[src/rtl/bscan_pkg.sv]
// Shared definitions for the boundary-scan pad cells.
// Assumes at most MAX_PINS pins per chain; pin kinds packed two bits per pin.
package bscan_pkg;

    typedef enum logic [1:0] {
        PK_IN    = 2'd0,
        PK_OUT   = 2'd1,
        PK_TRI   = 2'd2,
        PK_BIDIR = 2'd3
    } pin_kind_e;

    localparam int MAX_PINS  = 32;
    localparam int KIND_BITS = 2 * MAX_PINS;

    // Extract the kind of pin p from the packed kind vector.
    function automatic pin_kind_e kind_at(input logic [KIND_BITS-1:0] kinds, input int p);
        return pin_kind_e'(kinds[2*p +: 2]);
    endfunction

    function automatic bit has_in(input pin_kind_e k);
        return (k == PK_IN) || (k == PK_BIDIR);
    endfunction

    function automatic bit has_out(input pin_kind_e k);
        return k != PK_IN;
    endfunction

    function automatic bit has_oe(input pin_kind_e k);
        return (k == PK_TRI) || (k == PK_BIDIR);
    endfunction

    // Number of intercepted wires of a pin kind (one cell each).
    function automatic int wire_count(input pin_kind_e k);
        return int'(has_in(k)) + int'(has_out(k)) + int'(has_oe(k));
    endfunction

endpackage

[src/rtl/bscan_cell.sv]
// One interception cell for a single wire: an observe stage sampling the
// wire's source, a drive stage, and a hold register feeding the destination
// in scan mode. Chain order inside the cell: observe stage is nearer tdo.
// Assumes all strobes are synchronous to tck.
module bscan_cell (
    input  logic tck,
    input  logic rst_n,
    input  logic scan_en,
    input  logic capture,
    input  logic shift,
    input  logic update,
    input  logic sin,
    input  logic src,
    output logic sout,
    output logic dst
);

    logic obs_q;
    logic drv_q;
    logic hold_q;

    // Shift stages: capture has priority over shift.
    always_ff @(posedge tck) begin
        if (!rst_n) begin
            obs_q <= 1'b0;
            drv_q <= 1'b0;
        end else if (capture) begin
            obs_q <= src;
        end else if (shift) begin
            obs_q <= drv_q;
            drv_q <= sin;
        end
    end

    // Hold register: loaded only by a lone update strobe.
    always_ff @(posedge tck) begin
        if (!rst_n) begin
            hold_q <= 1'b0;
        end else if (update && !capture && !shift) begin
            hold_q <= drv_q;
        end
    end

    assign sout = obs_q;
    assign dst  = scan_en ? hold_q : src;

endmodule

[src/rtl/bscan_pin.sv]
// Boundary-scan cells for one pin. KIND picks which of the three wires
// (input, output, output enable) exist; one cell per wire, chained in
// that order from the tdo side. Absent wires are tied to fixed values.
module bscan_pin #(
    parameter bscan_pkg::pin_kind_e KIND = bscan_pkg::PK_BIDIR
) (
    input  logic tck,
    input  logic rst_n,
    input  logic scan_en,
    input  logic capture,
    input  logic shift,
    input  logic update,
    input  logic sin,
    output logic sout,
    input  logic core_o,
    input  logic core_oe,
    output logic core_i,
    input  logic pad_i,
    output logic pad_o,
    output logic pad_oe
);

    localparam bit HAS_I  = bscan_pkg::has_in(KIND);
    localparam bit HAS_O  = bscan_pkg::has_out(KIND);
    localparam bit HAS_OE = bscan_pkg::has_oe(KIND);
    localparam int NC     = bscan_pkg::wire_count(KIND);
    localparam int IX_O   = HAS_I ? 1 : 0;
    localparam int IX_OE  = IX_O + 1;

    logic [NC:0] chn;
    logic        unused_pin;

    assign chn[NC]    = sin;
    assign sout       = chn[0];
    assign unused_pin = ^{pad_i, core_o, core_oe};

    // Input wire: pad level observed, core input driven.
    if (HAS_I) begin : g_in
        bscan_cell u_cell (
            .tck(tck), .rst_n(rst_n), .scan_en(scan_en),
            .capture(capture), .shift(shift), .update(update),
            .sin(chn[1]), .src(pad_i), .sout(chn[0]), .dst(core_i)
        );
    end else begin : g_no_in
        assign core_i = 1'b0;
    end

    // Output wire: core value observed, pad output driven.
    if (HAS_O) begin : g_out
        bscan_cell u_cell (
            .tck(tck), .rst_n(rst_n), .scan_en(scan_en),
            .capture(capture), .shift(shift), .update(update),
            .sin(chn[IX_O+1]), .src(core_o), .sout(chn[IX_O]), .dst(pad_o)
        );
    end else begin : g_no_out
        assign pad_o = 1'b0;
    end

    // Enable wire: core enable observed, pad enable driven.
    if (HAS_OE) begin : g_oe
        bscan_cell u_cell (
            .tck(tck), .rst_n(rst_n), .scan_en(scan_en),
            .capture(capture), .shift(shift), .update(update),
            .sin(chn[IX_OE+1]), .src(core_oe), .sout(chn[IX_OE]), .dst(pad_oe)
        );
    end else begin : g_no_oe
        assign pad_oe = HAS_O;
    end

endmodule

[src/rtl/bscan_pad_chain.sv]
// Chain of per-pin boundary-scan cells between core and pads.
// Pin 0 sits next to tdo, the last pin next to tdi. Reset forces the
// straight-through path. Assumes NPINS <= bscan_pkg::MAX_PINS.
module bscan_pad_chain #(
    parameter int                 NPINS     = 4,
    parameter logic [2*NPINS-1:0] PIN_KINDS = 8'hE4
) (
    input  logic             tck,
    input  logic             rst_n,
    input  logic             scan_mode,
    input  logic             capture,
    input  logic             shift,
    input  logic             update,
    input  logic             tdi,
    output logic             tdo,
    input  logic [NPINS-1:0] core_o,
    input  logic [NPINS-1:0] core_oe,
    output logic [NPINS-1:0] core_i,
    input  logic [NPINS-1:0] pad_i,
    output logic [NPINS-1:0] pad_o,
    output logic [NPINS-1:0] pad_oe
);

    localparam int KB = bscan_pkg::KIND_BITS;
    localparam logic [KB-1:0] KINDS_EXT = KB'(PIN_KINDS);

    logic [NPINS:0] link;
    logic           scan_en;

    // Interception only while out of reset and scan mode selected.
    assign scan_en     = scan_mode & rst_n;
    assign link[NPINS] = tdi;
    assign tdo         = link[0];

    for (genvar p = 0; p < NPINS; p++) begin : g_pin
        localparam bscan_pkg::pin_kind_e K = bscan_pkg::kind_at(KINDS_EXT, p);
        bscan_pin #(.KIND(K)) u_pin (
            .tck(tck), .rst_n(rst_n), .scan_en(scan_en),
            .capture(capture), .shift(shift), .update(update),
            .sin(link[p+1]), .sout(link[p]),
            .core_o(core_o[p]), .core_oe(core_oe[p]), .core_i(core_i[p]),
            .pad_i(pad_i[p]), .pad_o(pad_o[p]), .pad_oe(pad_oe[p])
        );
    end

endmodule

[config.mk]
export PLATFORM = sky130hd
export DESIGN_NAME = bscan_pad_chain
export DESIGN_NICKNAME = d
export VERILOG_FILES = /design/src/rtl/bscan_pkg.sv /design/src/rtl/bscan_cell.sv /design/src/rtl/bscan_pin.sv /design/src/rtl/bscan_pad_chain.sv
export SDC_FILE = /design/constraint.sdc
export NUM_CORES = 1
export LEC_CHECK = 0
export ABC_AREA = 1
export BUFFER_PORTS_ARGS = -buffer_cell sky130_fd_sc_hd__buf_2
export CAP_MARGIN = 10
export CELL_PAD_IN_SITES_DETAIL_PLACEMENT = 1
export CELL_PAD_IN_SITES_GLOBAL_PLACEMENT = 2
export CORE_MARGIN = 3
export CORE_UTILIZATION = 27
export DETAILED_ROUTE_END_ITERATION = 10
export PLACE_DENSITY = 0.82
export SETUP_SLACK_MARGIN = 0.02
export SLEW_MARGIN = 20
export SYNTH_ARGS = -nofsm -noshare
export SYNTH_HDL_FRONTEND = slang
export SYNTH_SLANG_ARGS = --single-unit
export TNS_END_PERCENT = 5
[constraint.sdc]
create_clock -name tck -period 0.8 [get_ports tck]
set_input_delay 0.04 -clock tck [delete_from_list [all_inputs] [get_ports tck]]
set_output_delay 0.04 -clock tck [all_outputs]
set_load 0.01 [all_outputs]
Word level (Yosys, flattened, before mapping):

Cells that the tools add are included.

* add/subtract/negate cells: 0
* multiply operators: 0
* div/mod/pow operators: 0
* $lt $le $gt $ge: 0
* equal/unequal tests: 0
* shift-type cells: 0
* mux-type cells: 21
* bitwise logic cells: 2
* reduce and logical (&&, ||, !) cells: 6

Operators with widths (number)
* $mux 1: 21
* $logic_and 1x1->1: 2
* $logic_not 1->1: 2
* $reduce_and 2->1: 1
* $reduce_bool 2->1: 1
* $and 1x1->1: 1
* $not 1->1: 1

* bits in registers: 21
* bits in latches: 0
* RAM bits: 0
* memory bits (read-only): 0
* bits of input ports: 19
* output and inout port bits: 13
* memories kept: 0

Depth between registers and ports, before layout:

* word-level depth: 3
* mapped depth: 7
* depth with buffers taken out: 5

Hierarchy:

From an unflattened synthesis, not the netlist that was laid out.

* cell total of the unflattened synthesis: 151
* area total of the unflattened synthesis: 1067.3 um^2

Modules (own cells, without submodules)
* bscan_cell: instances 7, cells each 20, area each 143.9 um^2, sequential area each 60.1 um^2
* bscan_pin (g_pin[1].u_pin): instances 1, cells each 4, area each 22.5 um^2, sequential area each 0.0 um^2
* bscan_pin (g_pin[0].u_pin): instances 1, cells each 3, area each 18.8 um^2, sequential area each 0.0 um^2
* bscan_pin (g_pin[2].u_pin): instances 1, cells each 2, area each 11.3 um^2, sequential area each 0.0 um^2
* bscan_pad_chain: instances 1, cells each 2, area each 7.5 um^2, sequential area each 0.0 um^2

Worst setup path after synthesis:

No wires, ideal clock.

* kind: input to register
* start point: input port capture
* end point: register g_pin[0].u_pin.g_in.u_cell.hold_q
* setup time: 111 ps
* arrival time: 569 ps
* setup slack: 119 ps
* cell stages on the path: 6
* path through: buf_6 -> nor2_8 -> buf_12 -> nand3_1 -> nand2_1 -> nor2_1

* word-level cells in the longest chain between the ends: 3

Ends and longest elaborated chain
* start, declared: line bscan_pad_chain.sv:11 `input logic capture,`
* $logic_not 1->1: line bscan_cell.sv:39 `end else if (update && !capture && !shift) begin`
* $logic_and 1x1->1 (2 in a row): line bscan_cell.sv:39
* end signal, assigned: line bscan_cell.sv:40 `hold_q <= drv_q;`
* end, declared: line bscan_cell.sv:20 `logic hold_q;`

Every way passes these cells.
A chain may end at the register's enable or synchronous reset.

Final worst setup path:

* start point: register g_pin[1].u_pin.g_out.u_cell.hold_q
* end point: output port pad_o[1]

* word-level cells in the longest chain between the ends: 1

Ends and longest elaborated chain
* start, declared: line bscan_cell.sv:20
* start signal, assigned: line bscan_cell.sv:40
* $mux 1: line bscan_cell.sv:45 `assign dst = scan_en ? hold_q : src;`
* end, declared: line bscan_pad_chain.sv:20 `output logic [NPINS-1:0] pad_o,`

Every way passes these cells.

==> flow_summary.toml <==
[outcome]
status = "finished, violations left"
violations = "setup timing"

[global_route]
antenna_found_initial = 0
grt_max_degree = 21
grt_pass1_wl_mm = 4.843
grt_pass1_vias = 1030
met3_usage = 0.02909
use_met2 = 0.2032
overflow = 0
grtUsageTotal = 0.1188
top_usage_layer = "met2"
grtUsageMet1 = 0.1508

[logic_synthesis]
yosys.area.top_type = "dfxtp_1"
synth_compound_area_frac = 0.02972
synthCells = 169
synth_xor_area_frac = 0
synth_top_family_by_area = "simple AND/OR/NAND/NOR gates"
avgSynthCellArea_sq_um = 6.974
yosys.area.top_type_share = 0.3567
synth_cell_types = 19
synthMuxAreaShare = 0
syn_area_sq_um = 1179
seq_area_frac_synth = 0.3567
synth_area_leaders = "dfxtp_1, nand2_1, nand3_1"
synth_fa_ha_area_frac = 0
ys_warn_count = 0
synth-seq-cells = 21
synth-simple-area-share = 0.4055

[critical_path]
path_class = "register to output pin"
critical_path_required_ps = 760
crit_chain = "nand3_2 -> nand2_1 -> buf_2"
worstPathMaxFanout = 2
crit_slowest_cell = "dfxtp_2"
cp-end-kind = "output pin"
cp_slowest_stage_delay_ps = 340
worstPathArrival_ps = 830
start_kind = "register"
rrSetupSlack_ps = 100

[cells_and_area]
final_cell_mix = "nand2_1, nor2_1, nand3_1"
num_antenna_cells = 0
area_growth_pct = 14.12
n_fill_cell = 553
multi_input_comb_area_sq_um = 546.8
final_common_cell = "nand2_1"
seqCellArea_sq_um = 436.7
utilization = 0.3268
drive_above_1_share = 0.3207
nets = 204

[job]
cap_violations = 0

[clock_network]
htreeDepth = 1
cts_tree = "yes"
clkLatencyLatePin_ps = 260
clk_pin_slew_ps = 70
cts_buffers = 3
clock-sinks = 21
cts_hold_buf = 0
clock-root-buffer = "clkbuf_8"
cts_setup_buffers = 0
clk_path_buf_depth = 2

[floorplanning]
die_h_um = 72.07
die_w_um = 72.07
ios = 32
start_util = 0.2864
die-area_sq_um = 5194
num_rows = 23
core_area_sq_um = 4115

[detailed_routing]
via_per_inst = 4.346
remaining_drc_errors = 0
ant_nets = 0
wirelength_mm = 2.821
drt_iter0_drc = 47
vias = 1017
wire_per_inst_um = 12.06
firstDrtPassIters = 4

[sta]
setup_viol = 7
maxSlewViolCount = 0
period_share = 1.084
fin_crit_ps = 867.0
fmax_mhz = 1153
hold_viol = 0
rsz0062_at_grt = "yes"
fin_ws_ps = -67.04
finClkSkew_ps = 1.990

[hold_path]
hold_class = "input pin to register"

[power]
peakVddDrop_v = 0.0008745
p_leak_nw = 0.6849
p_total_w = 0.002257
pwr_density_cell_nw_per_um2 = 1678

[place]
dpl.hpwl_mm = 2.253
numPortBuffers = 21
gp_congestion = 0.7314
## through the flow
step	instances	cell area [sq um]	hold slack, ps	worst slack (ps)	setup TNS, ps
after floorplan	172	1190	202.9	119.5	0
after global placement	230	1262	296.8	-7.547	-7.547
after detailed placement	230	1262	313.1	-23.09	-48.59
after CTS	234	1323	38.04	-82.78	-508.8
after global routing	234	1345	69.74	-134.6	-832.3
final	234	1345	40.14	-67.04	-426.0
## path summary, 6_finish.rpt
check                                                         from                                 to  cells after the start
worst max-delay path            g_pin[1].u_pin.g_out.u_cell.hold_q                           pad_o[1]                      3
worst min-delay path                                           tdi   g_pin[3].u_pin.g_oe.u_cell.drv_q                      3
worst max register to register   g_pin[1].u_pin.g_out.u_cell.drv_q   g_pin[1].u_pin.g_out.u_cell.sout                      4
worst min register to register   g_pin[2].u_pin.g_oe.u_cell.hold_q  g_pin[2].u_pin.g_oe.u_cell.hold_q                      2
## report_power, final
part | internal (W) | switching [W]
clock network | 0.000355 | 0.000338
logic | 0.000166 | 0.000245
registers | 0.00111 | 0.0000407
total | 0.00163 | 0.000624
## sequential cells by signal, indices dropped and copies added (netlist names)
name	cells
g_pin.u_pin.g_in.u_cell.drv_q	2
g_pin.u_pin.g_in.u_cell.hold_q	2
g_pin.u_pin.g_in.u_cell.sout	2
g_pin.u_pin.g_oe.u_cell.drv_q	2
g_pin.u_pin.g_oe.u_cell.hold_q	2
g_pin.u_pin.g_oe.u_cell.sout	2
g_pin.u_pin.g_out.u_cell.drv_q	3
g_pin.u_pin.g_out.u_cell.hold_q	3
g_pin.u_pin.g_out.u_cell.sout	3
## Yosys cell counts (all sizes together)
master  number
buf         19
clkbuf       1
conb         2
dfxtp       21
inv         16
nand2       45
nand3       28
nor2        30
o21ai        7
## worst max-delay path, delay by kind of cell (launching register included)
family        cells  cell delay, ps
simple gates      2             120
flops             1             340
buf+inv           1             120
## layer usage
metal	up-vias	wire, um
met5	-	0
met4	0	22
met3	4	74
met2	13	1374
met1	469	1350
li1	531	-
## what timing repair did
action / 4_1_cts / 5_1_grt
gates resized for setup: 9 / 8
pin swaps: 7 / 2
endpoints found under the setup margin: 8 / 14
cloned: 0 / 0
## layout make-up
cell class	count	area share
sequential	21	0.3247
multi-input combinational	115	0.4065
clock buffer	4	0.03349
timing repair buffer	28	0.1405
tap	50	0.04651
inverter	16	0.04837
## cells by family (layout without fill, tap and decap cells)
kind of cell,after synthesis,count (layout)
AOI/OAI and AO/OA,7,7
buffers and inverters,36,48
other,2,5
DFF,21,21
and+or+nand+nor,103,103
Power figures use the tool's default switching activity.
